File: src/rtl/ibf_pkg.sv
`timescale 1ns/1ps
package ibf_pkg;

    localparam logic [7:0] ESC_BYTE = 8'h0F;
    localparam int         LEN_W    = 3;   // lengths 1..6

    // per-offset speculative decode
    typedef struct packed {
        logic [LEN_W-1:0] len;
        logic             cut;   // escape whose second byte lies beyond the line
    } dec_t;

    // how a pass ended
    typedef enum logic [1:0] {
        TAIL_EXACT,   // chain ended on the line boundary
        TAIL_MORE,    // slots full, bytes left in this line
        TAIL_STRAD,   // next instruction crosses the line end
        TAIL_ESCCUT   // escape byte is the last byte of the line
    } tail_e;

    function automatic logic [LEN_W-1:0] imm_size(input logic [1:0] code);
        case (code)
            2'b00:   imm_size = LEN_W'(0);
            2'b01:   imm_size = LEN_W'(1);
            2'b10:   imm_size = LEN_W'(2);
            default: imm_size = LEN_W'(4);
        endcase
    endfunction

endpackage

File: src/rtl/ibf_len_dec.sv
`timescale 1ns/1ps
module ibf_len_dec
    import ibf_pkg::*;
#(
    parameter bit HAS_NEXT = 1'b1
) (
    input  logic [7:0] i_b0,
    input  logic [7:0] i_b1,
    output dec_t       o_dec
);

    always_comb begin
        if (i_b0 == ESC_BYTE) begin
            o_dec.len = LEN_W'(2) + imm_size(i_b1[7:6]);
            o_dec.cut = !HAS_NEXT;
        end else begin
            o_dec.len = LEN_W'(1) + imm_size(i_b0[7:6]);
            o_dec.cut = 1'b0;
        end
    end

endmodule

File: src/rtl/ibf_chain.sv
`timescale 1ns/1ps
module ibf_chain
    import ibf_pkg::*;
#(
    parameter int LINE_BYTES = 16,
    parameter int SLOTS      = 4,
    localparam int OFF_W     = $clog2(LINE_BYTES),
    localparam int POS_W     = OFF_W + 1
) (
    input  logic [OFF_W-1:0] i_start,
    input  dec_t             i_dec [LINE_BYTES],
    output logic             o_vld [SLOTS],
    output logic [OFF_W-1:0] o_off [SLOTS],
    output logic [LEN_W-1:0] o_len [SLOTS],
    output tail_e            o_tail,
    output logic [OFF_W-1:0] o_resume,
    output logic [OFF_W-1:0] o_strad_off
);

    localparam logic [POS_W-1:0] LINE_END = POS_W'(LINE_BYTES);

    logic [POS_W-1:0] pos;
    logic [POS_W-1:0] nxt;
    logic [POS_W-1:0] stop_pos;
    logic [POS_W-1:0] wrap;
    logic [LEN_W-1:0] stop_len;
    logic             stop_cut;
    logic             all_ok;
    logic             ok;
    logic             in_line;
    dec_t             cur;

    always_comb begin
        pos      = POS_W'(i_start);
        all_ok   = 1'b1;
        stop_pos = '0;
        stop_len = '0;
        stop_cut = 1'b0;
        nxt      = '0;
        ok       = 1'b0;
        in_line  = 1'b0;
        cur      = '0;
        for (int k = 0; k < SLOTS; k++) begin
            in_line  = pos < LINE_END;
            cur      = in_line ? i_dec[pos[OFF_W-1:0]] : '0;
            nxt      = pos + POS_W'(cur.len);
            ok       = all_ok && in_line && (nxt <= LINE_END);
            o_vld[k] = ok;
            o_off[k] = pos[OFF_W-1:0];
            o_len[k] = cur.len;
            if (all_ok && !ok) begin
                stop_pos = pos;
                stop_len = cur.len;
                stop_cut = cur.cut;
            end
            all_ok = ok;
            if (ok) pos = nxt;
        end

        o_strad_off = stop_pos[OFF_W-1:0];
        wrap        = '0;
        if (all_ok) begin
            if (pos < LINE_END) begin
                o_tail   = TAIL_MORE;
                o_resume = pos[OFF_W-1:0];
            end else begin
                o_tail   = TAIL_EXACT;
                wrap     = pos - LINE_END;
                o_resume = wrap[OFF_W-1:0];
            end
        end else if (stop_pos == LINE_END) begin
            o_tail   = TAIL_EXACT;
            o_resume = '0;
        end else if (stop_cut) begin
            o_tail   = TAIL_ESCCUT;
            o_resume = '0;
        end else begin
            o_tail   = TAIL_STRAD;
            wrap     = stop_pos + POS_W'(stop_len) - LINE_END;
            o_resume = wrap[OFF_W-1:0];
        end
    end

endmodule

File: src/rtl/ibf_start_ctl.sv
`timescale 1ns/1ps
module ibf_start_ctl
    import ibf_pkg::*;
#(
    parameter int LINE_BYTES = 16,
    localparam int OFF_W     = $clog2(LINE_BYTES)
) (
    input  logic             i_clk,
    input  logic             i_rst,
    input  logic             i_line_vld,
    input  logic             i_flush,
    input  logic [OFF_W-1:0] i_flush_off,
    input  logic [7:0]       i_head,
    input  logic [OFF_W-1:0] i_resume,
    input  logic             i_esc_cut,
    output logic [OFF_W-1:0] o_start
);

    logic [OFF_W-1:0] start_q;
    logic             esc_pend_q;

    always_comb begin
        if (i_flush)
            o_start = i_flush_off;
        else if (esc_pend_q)
            o_start = OFF_W'(1) + OFF_W'(imm_size(i_head[7:6]));
        else
            o_start = start_q;
    end

    always_ff @(posedge i_clk) begin
        if (i_rst) begin
            start_q    <= '0;
            esc_pend_q <= 1'b0;
        end else if (i_line_vld) begin
            start_q    <= i_resume;
            esc_pend_q <= i_esc_cut;
        end else if (i_flush) begin
            start_q    <= i_flush_off;
            esc_pend_q <= 1'b0;
        end
    end

endmodule

File: src/rtl/insn_boundary_finder.sv
`timescale 1ns/1ps
module insn_boundary_finder
    import ibf_pkg::*;
#(
    parameter int LINE_BYTES = 16,
    parameter int SLOTS      = 4,
    localparam int OFF_W     = $clog2(LINE_BYTES)
) (
    input  logic                    i_clk,
    input  logic                    i_rst,
    input  logic                    i_line_vld,
    input  logic [LINE_BYTES*8-1:0] i_line,
    input  logic                    i_flush,
    input  logic [OFF_W-1:0]        i_flush_off,
    output logic                    o_out_vld,
    output logic [SLOTS-1:0]        o_slot_vld,
    output logic [SLOTS*OFF_W-1:0]  o_slot_off,
    output logic [SLOTS*LEN_W-1:0]  o_slot_len,
    output logic [OFF_W-1:0]        o_resume_off,
    output logic                    o_same_line,
    output logic                    o_straddle,
    output logic [OFF_W-1:0]        o_strad_off,
    output logic                    o_esc_wait
);

    logic [7:0]       line_b [LINE_BYTES];
    dec_t             dec    [LINE_BYTES];
    logic             c_vld  [SLOTS];
    logic [OFF_W-1:0] c_off  [SLOTS];
    logic [LEN_W-1:0] c_len  [SLOTS];
    tail_e            c_tail;
    logic [OFF_W-1:0] c_resume;
    logic [OFF_W-1:0] c_strad_off;
    logic [OFF_W-1:0] start;

    // one speculative length decoder per byte offset
    for (genvar p = 0; p < LINE_BYTES; p++) begin : g_dec
        assign line_b[p] = i_line[8*p +: 8];
        if (p < LINE_BYTES - 1) begin : g_mid
            ibf_len_dec #(.HAS_NEXT(1'b1)) u_dec (
                .i_b0 (i_line[8*p +: 8]),
                .i_b1 (i_line[8*(p+1) +: 8]),
                .o_dec(dec[p])
            );
        end else begin : g_last
            ibf_len_dec #(.HAS_NEXT(1'b0)) u_dec (
                .i_b0 (i_line[8*p +: 8]),
                .i_b1 (8'h00),
                .o_dec(dec[p])
            );
        end
    end

    ibf_start_ctl #(.LINE_BYTES(LINE_BYTES)) u_start (
        .i_clk      (i_clk),
        .i_rst      (i_rst),
        .i_line_vld (i_line_vld),
        .i_flush    (i_flush),
        .i_flush_off(i_flush_off),
        .i_head     (line_b[0]),
        .i_resume   (c_resume),
        .i_esc_cut  (c_tail == TAIL_ESCCUT),
        .o_start    (start)
    );

    ibf_chain #(.LINE_BYTES(LINE_BYTES), .SLOTS(SLOTS)) u_chain (
        .i_start    (start),
        .i_dec      (dec),
        .o_vld      (c_vld),
        .o_off      (c_off),
        .o_len      (c_len),
        .o_tail     (c_tail),
        .o_resume   (c_resume),
        .o_strad_off(c_strad_off)
    );

    always_ff @(posedge i_clk) begin
        if (i_rst) begin
            o_out_vld    <= 1'b0;
            o_slot_vld   <= '0;
            o_slot_off   <= '0;
            o_slot_len   <= '0;
            o_resume_off <= '0;
            o_same_line  <= 1'b0;
            o_straddle   <= 1'b0;
            o_strad_off  <= '0;
            o_esc_wait   <= 1'b0;
        end else if (i_line_vld) begin
            o_out_vld <= 1'b1;
            for (int k = 0; k < SLOTS; k++) begin
                o_slot_vld[k]                <= c_vld[k];
                o_slot_off[k*OFF_W +: OFF_W] <= c_off[k];
                o_slot_len[k*LEN_W +: LEN_W] <= c_len[k];
            end
            o_resume_off <= c_resume;
            o_same_line  <= (c_tail == TAIL_MORE);
            o_straddle   <= (c_tail == TAIL_STRAD) || (c_tail == TAIL_ESCCUT);
            o_strad_off  <= c_strad_off;
            o_esc_wait   <= (c_tail == TAIL_ESCCUT);
        end else begin
            o_out_vld  <= 1'b0;
            o_slot_vld <= '0;
        end
    end

endmodule

File: config.mk
export PLATFORM = sky130hd
export DESIGN_NAME = insn_boundary_finder
export DESIGN_NICKNAME = d
export VERILOG_FILES = /design/src/rtl/ibf_pkg.sv /design/src/rtl/ibf_len_dec.sv /design/src/rtl/ibf_chain.sv /design/src/rtl/ibf_start_ctl.sv /design/src/rtl/insn_boundary_finder.sv
export SDC_FILE = /design/constraint.sdc
export NUM_CORES = 1
export LEC_CHECK = 0
export ABC_CLOCK_PERIOD_IN_PS = 36900
export BUFFER_PORTS_ARGS = -buffer_cell sky130_fd_sc_hd__buf_2
export CAP_MARGIN = 20
export CORE_MARGIN = 5
export CORE_UTILIZATION = 55
export DETAILED_ROUTE_END_ITERATION = 8
export PLACE_DENSITY = 0.86
export SYNTH_ARGS = -nofsm -noshare
export SYNTH_HDL_FRONTEND = slang
export SYNTH_HIERARCHICAL = 1
export SYNTH_SLANG_ARGS = --single-unit
File: constraint.sdc
create_clock -name i_clk -period 36.9 [get_ports i_clk]
set_clock_uncertainty 0.05 [all_clocks]
set_input_delay 5.535 -clock i_clk [delete_from_list [all_inputs] [get_ports i_clk]]
set_output_delay 5.535 -clock i_clk [all_outputs]
set_load 0.05 [all_outputs]
==> metrics.txt <==
Worst Path Required around 37 ns; GPL Wtd Cong 0.989; hold_sp o_same_line$_SDFFE_PP0P_; Ant. Diodes 0; worst-margin pin slew 1.05 ns; CTS resizes 0; die width 128 um; post-synth design cell area 7690 sq um; largest net degree at the start of global routing 49; CP max FO 31; initial antenna violation count 0; cell row count 43; DR WL/cell 18.6 um; hold depth 2; Hold WS 0.438 ns; Reg area 981 sq um; max_cap viols 0; die area 16,500 sq um; Skew-Pair Late Insertion Delay 0.29 ns; Vias per Instance 6.25; CTS tree yes; global route total overflow 0; IO Count 180; most used cell, CP ha_1; Slew Limit Fails 0; Mean Syn Cell Area between 7 and 8 sq um; Worst-path clk slew 0.07 ns; worst hold path endpoint o_same_line$_SDFFE_PP0P_; Slew headroom 30.0%; commonest non-fill, non-tap cells in the layout 179 x buf_2, 154 x nand2_1, 75 x mux2i_1; GRT Total Usage between 20% and 30%; synth warn 6; number of global-route vias before repair 7,533; Residual DRC 0; fill count approximately 1,200; clock sinks 49; Min-Delay Path Class flop to flop; Data arrival, critical path roughly 23 ns; input/output buffers 179; slowest stage cell, crit path a41oi_4; H-tree Lvls 2; final hold vios 0; Layout area overhead 12.8%; post-DP HPWL 18.4 mm; hold-fix buffers at CTS 0; Root Buffer clkbuf_16; critical path class primary input to flop; RSZ-0062 raised after global routing no; Worst R2R End u_start/start_q[2]$_SDFFE_PP0P_; Nets 1,307; crit end category flop; area taken by multi-input logic gates 6110 sq um; run status finished clean; share of cells above drive strength 1 29.3%; die height ~130 um; initial core utilization 55.7%; Worst R2R Path Depth 62; Final setup viols 0; fmax 44.7 MHz; Vias ~8,000; post-route ant nets 0; setup TNS 0 ns; post-synthesis instance total 965; first-pass GRT wire length 37.1 mm; crit path time final between 20 and 25 ns; R2R setup slack 19.65 ns; post-CTS setup buffers 0; CTS Buf Count 5; Crit path largest cell delay 0.89 ns; worst r2r src u_start/esc_pend_q$_SDFFE_PP0P_; Detailed Routing Iterations Pass 1 9; commonest non-fill, non-tap cell in the layout buf_2; total core area 13,800 sq um; part of the cycle the worst path needs 60.7%; Clock Tree Buf Depth 2; DR iter-0 viols 1,025; CP Launch Type primary input; routed wire length ~24 mm
-- final cells by class --
type | instances | area share [%]
clock inverter | 3 | 0.504
inverter | 59 | 2.64
tap | 180 | 2.59
clock buffer | 5 | 1.44
multi-input combinational | 802 | 70.4
timing repair buffer | 188 | 11.1
sequential | 49 | 11.3
-- routing by layer --
| metal | part of all wire (%) | vias to the layer above | GRT usage (%) | wire [um] |
|---|---|---|---|---|
| li1 | - | 3697 | - | - |
| met4 | 3.8 | 0 | 10.4 | 912 |
| met2 | 47 | 538 | 46.6 | 11400 |
| met5 | 0 | - | 0 | 0 |
| met1 | 36 | 3696 | 34.2 | 8730 |
| met3 | 12 | 102 | 5.96 | 2920 |
-- critical path: cells and delay by family --
| kind | cells | cell delay, ns |
|---|---|---|
| multiplexers | 3 | 1.40 |
| AO/OA/AOI/OAI | 21 | 6.44 |
| adder cells (fa/ha/maj) | 10 | 3.26 |
| buffers and inverters | 8 | 1.87 |
| XOR/XNOR | 1 | 0.22 |
| AND/OR/NAND/NOR | 21 | 3.74 |
-- registers in the layout, summed over array words and instances (netlist names) --
signal and count:
o_strad_off 4, o_resume_off 4, o_slot_len 12, o_straddle 1, u_start/esc_pend_q 1, o_esc_wait 1, o_out_vld 1, u_start/start_q 4
o_slot_vld 4, o_slot_off 16, o_same_line 1
-- through the flow --
step / utilization (%) / instances / setup WS, ns / area, sq um
3_5_place_dp: 61.6 / 1278 / 14.71 / 8510
2_1_floorplan: - / 969 / 16.96 / 7710
6_report: 62.8 / 1286 / 14.51 / 8680
5_1_grt: 62.8 / 1286 / 13.61 / 8680
3_3_place_gp: 61.6 / 1278 / 15.19 / 8510
4_1_cts: 62.8 / 1286 / 14.96 / 8680
-- worst max path at each step --
stage / startpoint / endpoint
after global placement: i_line[6] / u_start/start_q[1]$_SDFFE_PP0P_
after CTS: i_line[6] / u_start/start_q[2]$_SDFFE_PP0P_
final: i_line[6] / u_start/start_q[2]$_SDFFE_PP0P_
after global routing: i_line[7] / u_start/start_q[2]$_SDFFE_PP0P_
after detailed placement: i_line[6] / u_start/start_q[2]$_SDFFE_PP0P_
after floorplan: i_line[7] / o_resume_off[1]$_SDFFE_PP0P_
Power is left out: the tool's default activity adds up to more than one toggle a clock period on the data nets, which glitch-free logic cannot reach.
